===== config.mk =====
export PLATFORM = sky130hd
export DESIGN_NAME = pcfg_engine
export DESIGN_NICKNAME = d
export VERILOG_FILES = /design/src/rtl/pcfg_pkg.sv /design/src/rtl/pcfg_addr_gen.sv /design/src/rtl/pcfg_err_rec.sv /design/src/rtl/pcfg_seq.sv /design/src/rtl/pcfg_engine.sv
export SDC_FILE = /design/constraint.sdc
export NUM_CORES = 1
export LEC_CHECK = 0
export BUFFER_PORTS_ARGS = -buffer_cell sky130_fd_sc_hd__buf_4
export CORE_MARGIN = 4
export CORE_UTILIZATION = 30
export CTS_BUF_LIST = sky130_fd_sc_hd__clkbuf_8
export CTS_CLUSTER_SIZE = 28
export DETAILED_ROUTE_END_ITERATION = 10
export PLACE_DENSITY_LB_ADDON = 0.12
export SLEW_MARGIN = 40
export SYNTH_ARGS = -nofsm -noshare
export SYNTH_HDL_FRONTEND = slang
export SYNTH_SLANG_ARGS = --single-unit

===== constraint.sdc =====
create_clock -name clk -period 2.3 [get_ports clk]
set_input_delay 0.23 -clock clk [delete_from_list [all_inputs] [get_ports clk]]
set_output_delay 0.23 -clock clk [all_outputs]
set_load 0.02 [all_outputs]

===== src/rtl/pcfg_pkg.sv =====
`timescale 1ns/1ps
package pcfg_pkg;
    localparam int DATA_W   = 32;
    localparam int BUS_W    = 8;
    localparam int DEV_W    = 5;
    localparam int FN_W     = 3;
    localparam int OFF_W    = 8;
    localparam int SIZE_W   = 3;
    localparam int BE_W     = 4;
    localparam int REG_AW   = 6;
    localparam int PCI_ST_W = 2;
    localparam int AHB_ST_W = 1;
    localparam int CLR_W    = (PCI_ST_W > AHB_ST_W) ? PCI_ST_W : AHB_ST_W;

    localparam int BUS_LSB      = 16;
    localparam int DEV1_LSB     = 11;
    localparam int FN_LSB       = 8;
    localparam int LOC_WR_BIT   = 16;
    localparam int BE_REM_LSB   = 4;
    localparam int BE_LOC_LSB   = 20;

    localparam logic [3:0] CMD_CFG_RD = 4'hA;
    localparam logic [3:0] CMD_CFG_WR = 4'hB;

    localparam logic [REG_AW-1:0] RA_LOC_CMD  = 6'h00;
    localparam logic [REG_AW-1:0] RA_LOC_WD   = 6'h04;
    localparam logic [REG_AW-1:0] RA_LOC_RD   = 6'h08;
    localparam logic [REG_AW-1:0] RA_REM_ADDR = 6'h0C;
    localparam logic [REG_AW-1:0] RA_REM_CMD  = 6'h10;
    localparam logic [REG_AW-1:0] RA_REM_WD   = 6'h14;
    localparam logic [REG_AW-1:0] RA_REM_RD   = 6'h18;
    localparam logic [REG_AW-1:0] RA_PCI_ST   = 6'h1C;
    localparam logic [REG_AW-1:0] RA_PCI_ADR  = 6'h20;
    localparam logic [REG_AW-1:0] RA_AHB_ST   = 6'h24;
    localparam logic [REG_AW-1:0] RA_AHB_ADR  = 6'h28;

    typedef struct packed {
        logic              write;
        logic              local_acc;
        logic [BUS_W-1:0]  bus;
        logic [DEV_W-1:0]  dev;
        logic [FN_W-1:0]   fn;
        logic [OFF_W-1:0]  off;
        logic [SIZE_W-1:0] size;
        logic [DATA_W-1:0] wdata;
    } cfg_req_t;

    typedef struct packed {
        logic              legal;
        logic [BE_W-1:0]   be;
        logic [DATA_W-1:0] addr;
        logic [DATA_W-1:0] cmd;
        logic [DATA_W-1:0] wdata;
    } cyc_desc_t;

    typedef enum logic [2:0] {
        ST_IDLE, ST_ISSUE, ST_CHECK, ST_DATA, ST_RESP
    } seq_state_t;

    // {legal, active-low enables}
    function automatic logic [BE_W:0] lane_enables(input logic [SIZE_W-1:0] size,
                                                   input logic [1:0] lo);
        logic [BE_W:0] r;
        r = {1'b0, 4'hF};
        case (size)
            3'd1: r = {1'b1, ~(4'b0001 << lo)};
            3'd2: if (!lo[0]) r = {1'b1, ~(4'b0011 << lo)};
            3'd4: if (lo == 2'd0) r = {1'b1, 4'h0};
            default: r = {1'b0, 4'hF};
        endcase
        return r;
    endfunction

    function automatic logic [DATA_W-1:0] cfg_address(input logic [BUS_W-1:0] bus,
                                                      input logic [DEV_W-1:0] dev,
                                                      input logic [FN_W-1:0]  fn,
                                                      input logic [OFF_W-1:0] off);
        logic [DATA_W-1:0] dw_off;
        logic [DATA_W-1:0] fn_f;
        dw_off = DATA_W'({off[OFF_W-1:2], 2'b00});
        fn_f   = DATA_W'(fn) << FN_LSB;
        if (bus == '0)
            return (DATA_W'(1) << dev) | fn_f | dw_off;
        else
            return (DATA_W'(bus) << BUS_LSB) | (DATA_W'(dev) << DEV1_LSB)
                   | fn_f | dw_off | DATA_W'(1);
    endfunction

    function automatic logic [DATA_W-1:0] size_mask(input logic [SIZE_W-1:0] size);
        case (size)
            3'd1:    return DATA_W'(32'h0000_00FF);
            3'd2:    return DATA_W'(32'h0000_FFFF);
            default: return '1;
        endcase
    endfunction
endpackage


===== src/rtl/pcfg_addr_gen.sv =====
`timescale 1ns/1ps
module pcfg_addr_gen
    import pcfg_pkg::*;
(
    input  cfg_req_t  req,
    output cyc_desc_t desc
);
    logic [BE_W:0]     le;
    logic [4:0]        lane_sh;
    logic [DATA_W-1:0] dw_off;

    always_comb begin
        le      = lane_enables(req.size, req.off[1:0]);
        lane_sh = {req.off[1:0], 3'b000};
        dw_off  = DATA_W'({req.off[OFF_W-1:2], 2'b00});

        desc.legal = le[BE_W];
        desc.be    = le[BE_W-1:0];
        desc.wdata = req.wdata << lane_sh;
        if (req.local_acc) begin
            desc.addr = '0;
            desc.cmd  = dw_off
                      | (DATA_W'(req.write) << LOC_WR_BIT)
                      | (DATA_W'(le[BE_W-1:0]) << BE_LOC_LSB);
        end else begin
            desc.addr = cfg_address(req.bus, req.dev, req.fn, req.off);
            desc.cmd  = (DATA_W'(le[BE_W-1:0]) << BE_REM_LSB)
                      | DATA_W'(req.write ? CMD_CFG_WR : CMD_CFG_RD);
        end
    end
endmodule


===== src/rtl/pcfg_err_rec.sv =====
`timescale 1ns/1ps
module pcfg_err_rec
    import pcfg_pkg::*;
#(
    parameter int ST_W = 2
) (
    input  logic              clk,
    input  logic              rst,
    input  logic [ST_W-1:0]   set_bits,
    input  logic [DATA_W-1:0] set_addr,
    input  logic              clr_we,
    input  logic [ST_W-1:0]   clr_bits,
    output logic [ST_W-1:0]   status,
    output logic [DATA_W-1:0] cap_addr
);
    logic [ST_W-1:0] clr_eff;

    always_comb clr_eff = clr_we ? clr_bits : '0;

    always_ff @(posedge clk) begin
        if (rst) begin
            status   <= '0;
            cap_addr <= '0;
        end else begin
            status <= (status & ~clr_eff) | set_bits;
            if (status == '0 && set_bits != '0)
                cap_addr <= set_addr;
        end
    end


    addr_frozen_chk: assert property (@(posedge clk) disable iff (rst)
        (status != '0) |=> $stable(cap_addr));
endmodule


===== src/rtl/pcfg_seq.sv =====
`timescale 1ns/1ps
module pcfg_seq
    import pcfg_pkg::*;
(
    input  logic              clk,
    input  logic              rst,
    input  logic              req_valid,
    input  logic              req_legal,
    input  logic              req_write,
    input  logic              req_local,
    input  logic [1:0]        req_off_lo,
    input  logic [SIZE_W-1:0] req_size,
    input  logic [DATA_W-1:0] iss_addr,
    input  logic [DATA_W-1:0] iss_cmd,
    input  logic [DATA_W-1:0] iss_wdata,
    input  logic              err_any,
    input  logic              cyc_ack,
    input  logic [DATA_W-1:0] cyc_rdata,
    output logic              busy,
    output logic              cyc_start,
    output logic              cyc_local,
    output logic              cyc_write,
    output logic [DATA_W-1:0] cyc_addr,
    output logic [DATA_W-1:0] cyc_cmd,
    output logic              cyc_dvalid,
    output logic [DATA_W-1:0] cyc_wdata,
    output logic              rsp_valid,
    output logic              rsp_fail,
    output logic [DATA_W-1:0] rsp_rdata
);
    seq_state_t        state;
    logic              l_write, l_local;
    logic [1:0]        l_lo;
    logic [SIZE_W-1:0] l_size;
    logic [DATA_W-1:0] l_addr, l_cmd, l_wdata;
    logic [DATA_W-1:0] extracted;

    always_comb extracted = (cyc_rdata >> {l_lo, 3'b000}) & size_mask(l_size);

    always_ff @(posedge clk) begin
        if (rst) begin
            state     <= ST_IDLE;
            l_write   <= 1'b0;
            l_local   <= 1'b0;
            l_lo      <= '0;
            l_size    <= '0;
            l_addr    <= '0;
            l_cmd     <= '0;
            l_wdata   <= '0;
            rsp_fail  <= 1'b0;
            rsp_rdata <= '0;
        end else begin
            case (state)
                ST_IDLE: if (req_valid) begin
                    l_write <= req_write;
                    l_local <= req_local;
                    l_lo    <= req_off_lo;
                    l_size  <= req_size;
                    l_addr  <= iss_addr;
                    l_cmd   <= iss_cmd;
                    l_wdata <= iss_wdata;
                    if (req_legal) begin
                        state <= ST_ISSUE;
                    end else begin
                        state     <= ST_RESP;
                        rsp_fail  <= 1'b1;
                        rsp_rdata <= '1;
                    end
                end
                ST_ISSUE: state <= ST_CHECK;
                ST_CHECK: if (err_any) begin
                    state     <= ST_RESP;
                    rsp_fail  <= 1'b1;
                    rsp_rdata <= '1;
                end else begin
                    state <= ST_DATA;
                end
                ST_DATA: if (cyc_ack) begin
                    state     <= ST_RESP;
                    rsp_fail  <= 1'b0;
                    rsp_rdata <= l_write ? '0 : extracted;
                end
                default: state <= ST_IDLE;
            endcase
        end
    end

    always_comb begin
        busy       = (state != ST_IDLE);
        cyc_start  = (state == ST_ISSUE);
        cyc_dvalid = (state == ST_DATA);
        rsp_valid  = (state == ST_RESP);
        cyc_local  = l_local;
        cyc_write  = l_write;
        cyc_addr   = l_addr;
        cyc_cmd    = l_cmd;
        cyc_wdata  = l_wdata;
    end


    abort_skip_chk: assert property (@(posedge clk) disable iff (rst)
        (state == ST_CHECK && err_any) |=> (rsp_valid && rsp_fail && !cyc_dvalid));

    one_issue_chk: assert property (@(posedge clk) disable iff (rst)
        cyc_start |=> !cyc_start);

    fail_ones_chk: assert property (@(posedge clk) disable iff (rst)
        (rsp_valid && rsp_fail) |-> (rsp_rdata == '1));

    data_hold_chk: assert property (@(posedge clk) disable iff (rst)
        (cyc_dvalid && !cyc_ack) |=> (cyc_dvalid && busy));
endmodule


===== src/rtl/pcfg_engine.sv =====
`timescale 1ns/1ps
module pcfg_engine
    import pcfg_pkg::*;
(
    input  logic                clk,
    input  logic                rst,
    input  logic                req_valid,
    input  logic                req_write,
    input  logic                req_local,
    input  logic [BUS_W-1:0]    req_bus,
    input  logic [DEV_W-1:0]    req_dev,
    input  logic [FN_W-1:0]     req_fn,
    input  logic [OFF_W-1:0]    req_off,
    input  logic [SIZE_W-1:0]   req_size,
    input  logic [DATA_W-1:0]   req_wdata,
    output logic                busy,
    output logic                rsp_valid,
    output logic                rsp_fail,
    output logic [DATA_W-1:0]   rsp_rdata,
    output logic                cyc_start,
    output logic                cyc_local,
    output logic                cyc_write,
    output logic [DATA_W-1:0]   cyc_addr,
    output logic [DATA_W-1:0]   cyc_cmd,
    output logic                cyc_dvalid,
    output logic [DATA_W-1:0]   cyc_wdata,
    input  logic                cyc_ack,
    input  logic [DATA_W-1:0]   cyc_rdata,
    input  logic [PCI_ST_W-1:0] pci_err_set,
    input  logic [DATA_W-1:0]   pci_err_addr_in,
    input  logic [AHB_ST_W-1:0] ahb_err_set,
    input  logic [DATA_W-1:0]   ahb_err_addr_in,
    input  logic                reg_wr,
    input  logic [REG_AW-1:0]   reg_addr,
    input  logic [CLR_W-1:0]    reg_wbits,
    output logic [DATA_W-1:0]   reg_rdata
);
    cfg_req_t          req;
    cyc_desc_t         desc;
    logic [PCI_ST_W-1:0] pci_st;
    logic [AHB_ST_W-1:0] ahb_st;
    logic [DATA_W-1:0] pci_adr, ahb_adr;
    logic [DATA_W-1:0] v_loc_cmd, v_loc_wd, v_loc_rd;
    logic [DATA_W-1:0] v_rem_addr, v_rem_cmd, v_rem_wd, v_rem_rd;
    logic              accept;

    always_comb begin
        req.write     = req_write;
        req.local_acc = req_local;
        req.bus       = req_bus;
        req.dev       = req_dev;
        req.fn        = req_fn;
        req.off       = req_off;
        req.size      = req_size;
        req.wdata     = req_wdata;
        accept        = req_valid && !busy;
    end

    pcfg_addr_gen u_agen (.req(req), .desc(desc));

    pcfg_seq u_seq (
        .clk(clk), .rst(rst),
        .req_valid(req_valid), .req_legal(desc.legal),
        .req_write(req_write), .req_local(req_local),
        .req_off_lo(req_off[1:0]), .req_size(req_size),
        .iss_addr(desc.addr), .iss_cmd(desc.cmd), .iss_wdata(desc.wdata),
        .err_any((pci_st != '0) || (ahb_st != '0)),
        .cyc_ack(cyc_ack), .cyc_rdata(cyc_rdata),
        .busy(busy), .cyc_start(cyc_start), .cyc_local(cyc_local),
        .cyc_write(cyc_write), .cyc_addr(cyc_addr), .cyc_cmd(cyc_cmd),
        .cyc_dvalid(cyc_dvalid), .cyc_wdata(cyc_wdata),
        .rsp_valid(rsp_valid), .rsp_fail(rsp_fail), .rsp_rdata(rsp_rdata)
    );

    pcfg_err_rec #(.ST_W(PCI_ST_W)) u_pci_err (
        .clk(clk), .rst(rst),
        .set_bits(pci_err_set), .set_addr(pci_err_addr_in),
        .clr_we(reg_wr && reg_addr == RA_PCI_ST),
        .clr_bits(reg_wbits[PCI_ST_W-1:0]),
        .status(pci_st), .cap_addr(pci_adr)
    );

    pcfg_err_rec #(.ST_W(AHB_ST_W)) u_ahb_err (
        .clk(clk), .rst(rst),
        .set_bits(ahb_err_set), .set_addr(ahb_err_addr_in),
        .clr_we(reg_wr && reg_addr == RA_AHB_ST),
        .clr_bits(reg_wbits[AHB_ST_W-1:0]),
        .status(ahb_st), .cap_addr(ahb_adr)
    );

    always_ff @(posedge clk) begin
        if (rst) begin
            v_loc_cmd <= '0; v_loc_wd <= '0; v_loc_rd <= '0;
            v_rem_addr <= '0; v_rem_cmd <= '0; v_rem_wd <= '0; v_rem_rd <= '0;
        end else begin
            if (cyc_start) begin
                if (cyc_local) v_loc_cmd <= cyc_cmd;
                else begin
                    v_rem_addr <= cyc_addr;
                    v_rem_cmd  <= cyc_cmd;
                end
            end
            if (cyc_dvalid && cyc_write) begin
                if (cyc_local) v_loc_wd <= cyc_wdata;
                else           v_rem_wd <= cyc_wdata;
            end
            if (cyc_dvalid && cyc_ack && !cyc_write) begin
                if (cyc_local) v_loc_rd <= cyc_rdata;
                else           v_rem_rd <= cyc_rdata;
            end
        end
    end

    always_comb begin
        case (reg_addr)
            RA_LOC_CMD:  reg_rdata = v_loc_cmd;
            RA_LOC_WD:   reg_rdata = v_loc_wd;
            RA_LOC_RD:   reg_rdata = v_loc_rd;
            RA_REM_ADDR: reg_rdata = v_rem_addr;
            RA_REM_CMD:  reg_rdata = v_rem_cmd;
            RA_REM_WD:   reg_rdata = v_rem_wd;
            RA_REM_RD:   reg_rdata = v_rem_rd;
            RA_PCI_ST:   reg_rdata = DATA_W'(pci_st);
            RA_PCI_ADR:  reg_rdata = pci_adr;
            RA_AHB_ST:   reg_rdata = DATA_W'(ahb_st);
            RA_AHB_ADR:  reg_rdata = ahb_adr;
            default:     reg_rdata = '0;
        endcase
    end


    lane_count_chk: assert property (@(posedge clk) disable iff (rst)
        (accept && desc.legal) |-> ($countones(~desc.be) == int'(req_size)));

    reject_no_issue_chk: assert property (@(posedge clk) disable iff (rst)
        (accept && !desc.legal) |=> (rsp_valid && !cyc_start));
endmodule


==> run summary <==
Status: finished, violations left
Failing checks: negative setup slack
RSZ-0062 raised after global routing: yes
Total CTS buffers: 69
Post-synthesis sequential area ratio: 0.4579
Post-Synthesis Cells: 2059
Mapped cell area: 16310 um^2
Hold Violations, Final: 0
Std cell rows: 85
Flop2flop setup slack: 250 ps
WP data arrival: 2110 ps
Die ar.: 58150 um^2
Htree depth: 3
Final Skew: 36.90 ps
I/O pin count: 340
CP Max Fanout: 5
CP startpoint kind: register
Post-synth EDFFs: 0
Async SR Flop Fraction: 0
Worst-case vdd ir drop: 0.0003130 V
Seq cells post-synth: 373
Largest net degree at the start of global routing: 76
Vias in the first global route: 16.38k
Distinct cells, synth: 65
Vias per cell: 5.257
Total power: 16010 uW
Setup repair bufs after CTS: 0
Final period util: 1.016
Worst slack, placed: 181.3 ps
DRT iter0 DRCs: 1626
Worst R2R Path Depth: 7
DR WL/cell: 23.20 um
Ranking of synthesized cells by area: dfxtp_1 (46%), nand2_1 (13%), a21oi_1 (11%)
FILL cells: 5551
Initial antenna violation count: 1
Synth top cells by count: nand2_1 (586), dfxtp_1 (373), a21oi_1 (362)
HP Class: primary input to register
Clock sinks: 373
Hold-critical path depth: 5
Number of port buffers: 320
Initial core utilization: 0.3030
Hold EP: u_seq.cyc_wdata[24]$_SDFFE_PP0P_
Vias: 17.04k
Hold Startpoint: req_wdata[24]
First-pass GRT wire length: 107800 um
Crit. End Element: primary output
Syn Area/Cell: 7.919 um^2
Slew margin rel.: 0.4597
Share of cells above drive strength 1: 0.2166
Top FF cell, synth: dfxtp_1
HPWL after DPL: 55730 um
Fmax: 0.4280 GHz
FF-to-FF End: v_loc_rd[24]$_SDFFE_PP0P_
CTS tree: built
Latest clock arrival within the worst-skew pair: 650 ps
Die height: 241.1 um
PD cells: 714.2 nW/um^2
YS warnings: 0
Final layout net count: 2666
Die Width: 241.1 um
Total iterations of the first detailed-routing run: 7
R2R Path Start: u_seq.state[1]$_SDFFE_PP0P_
Post-layout min period: 2337 ps
Leak: 0.008548 uW
Maxcap violations: 0
GRT overflow: 0
Final RePlAce weighted congestion: 0.8708
Pins Over Slew Limit: 0
Post-Route WL: 75200 um
Tot GR Track Use: 0.2482
Final WS setup: -36.53 ps
Reg clk slew, reported paths: 60 ps
Root Driver: clkbuf_8
Crit path required time: 2070 ps
Setup-failing EPs final: 1
CTS max path bufs: 3
Core region area: 53810 um^2
Antenna Violating Nets Remaining: 0
Slew of the pin with the lowest slew margin: 810.4 ps
Post-synth top area share: 0.4579
Count leader, synth: nand2_1
Yosys top cell by area: dfxtp_1
Residual DRC: 0
Layout Area Growth over Synthesis: 37.47%
Critical path class: register to primary output
-- metal layers --
| metal | vias up | global-route usage | part of all wire |
|---|---|---|---|
| met2 | 611 | 0.4050 | 0.47 |
| met4 | 0 | 0.08259 | 0.030 |
| li1 | 8033 | - | - |
| met5 | - | 0 | 0 |
| met1 | 8282 | 0.3387 | 0.45 |
| met3 | 113 | 0.03634 | 0.058 |
-- worst max-delay path by stage --
stage / startpoint / slack (ps) / endpoint
after floorplan: reg_addr[3] / 540 / reg_rdata[18]
after global placement: reg_addr[5] / 180 / reg_rdata[21]
after detailed placement: reg_addr[5] / 180 / reg_rdata[20]
after CTS: u_pci_err.status[1]$_SDFF_PP0_ / -50 / reg_rdata[1]
after global routing: u_pci_err.status[1]$_SDFF_PP0_ / -70 / reg_rdata[1]
final: u_pci_err.status[1]$_SDFF_PP0_ / -40 / reg_rdata[1]
-- where the power goes --
group	total [uW]	switching, uW	internal [uW]
Clock	6610	2960	3660
Sequential	7040	310	6730
Combinational	2360	1360	998
Total	16000	4630	11400
-- timing repair --
item	in CTS	in global routing
endpoints found under the setup margin	2	3
pin swaps	1	1
hold buffers	145	0
endpoints found under the hold margin	198	0
resized for setup	7	2
-- placed cells by master (no fill, tap or decap), types with 4 or more instances in the layout --
master | Yosys | routed
and2_1 | 9 | 9
or3_1 | 7 | 7
nand2b_1 | 4 | 4
mux2_2 | 8 | 8
nor2b_1 | 9 | 6
a31oi_1 | 5 | 5
dlygate4sd3_1 | 0 | 145
a221oi_1 | 8 | 8
nand3b_1 | 15 | 15
mux2i_1 | 51 | 51
buf_12 | 0 | 14
nor2_1 | 65 | 64
nor3b_2 | 12 | 11
a22oi_1 | 77 | 75
o2bb2ai_1 | 19 | 19
a21oi_1 | 362 | 362
nor4_1 | 4 | 4
nand3_1 | 44 | 44
o22ai_1 | 34 | 34
conb_1 | 1 | 19
nor2b_2 | 3 | 6
nand4_1 | 20 | 20
nor3b_1 | 6 | 6
inv_1 | 4 | 26
dfxtp_2 | 0 | 4
o21ai_0 | 13 | 13
buf_4 | 22 | 379
dfxtp_1 | 373 | 368
a211oi_1 | 19 | 19
o21ai_1 | 7 | 6
clkbuf_8 | 0 | 95
nand2_1 | 586 | 586
nor3_1 | 27 | 25
a222oi_1 | 21 | 21
-- sequential cells by signal (all words and copies together) (netlist names), 2 cells and up --
| signal | cells |
|---|---|
| u_ahb_err.cap_addr | 32 |
| u_seq.cyc_cmd | 13 |
| u_seq.l_lo | 2 |
| v_loc_wd | 32 |
| v_rem_cmd | 13 |
| u_seq.rsp_rdata | 32 |
| v_rem_rd | 32 |
| u_seq.l_size | 3 |
| u_pci_err.status | 2 |
| v_rem_addr | 32 |
| v_rem_wd | 32 |
| v_loc_cmd | 13 |
| v_loc_rd | 32 |
| u_seq.cyc_wdata | 32 |
| u_seq.state | 3 |
| u_pci_err.cap_addr | 32 |
| u_seq.cyc_addr | 32 |
-- worst max-delay path, cell delays in order (launching register included) --
cell and delay (ps):
dfxtp_2 350, mux4_2 490, a22oi_2 150, nand4_1 240, buf_4 240
-- logic make-up after synthesis --
group                  count (synthesis)  synth area share
AND/OR/NAND/NOR                      836            0.2279
AO/OA/AOI/OAI                        584            0.2141
flip-flops                           373            0.4579
buffers and inverters                201           0.05778
multiplexers                          62           0.04098
XOR/XNOR                               2          0.001074
other                                  1         0.0002300
-- per-stage QoR --
step | area (um^2) | hold slack [ps] | utilization | instances | TNS (ps)
global route | 22420 | 53.69 | 0.4165 | 3241 | -107.3
CTS | 22410 | 0.4299 | 0.4163 | 3240 | -58.92
global placement | 19510 | 441.0 | 0.3625 | 2973 | 0
floorplan | 16370 | 347.4 | - | 2077 | 0
detailed placement | 19510 | 446.3 | 0.3625 | 2973 | 0
finish | 22420 | 27.11 | 0.4165 | 3241 | -36.53
-- cell type report --
class	count	area (um^2)	share of cell area
flip-flops and latches	373	7476	0.3335
repair buffers	540	4603	0.2054
inverters	6	22.52	0.001005
clock buffers	95	1308	0.05833
clock inverters	27	118.9	0.005303
well taps	696	870.8	0.03885
multi-input cells	1503	8014	0.3575
diodes	1	2.502	0.0001116
Note: power is estimated with default switching activity, not from simulation.
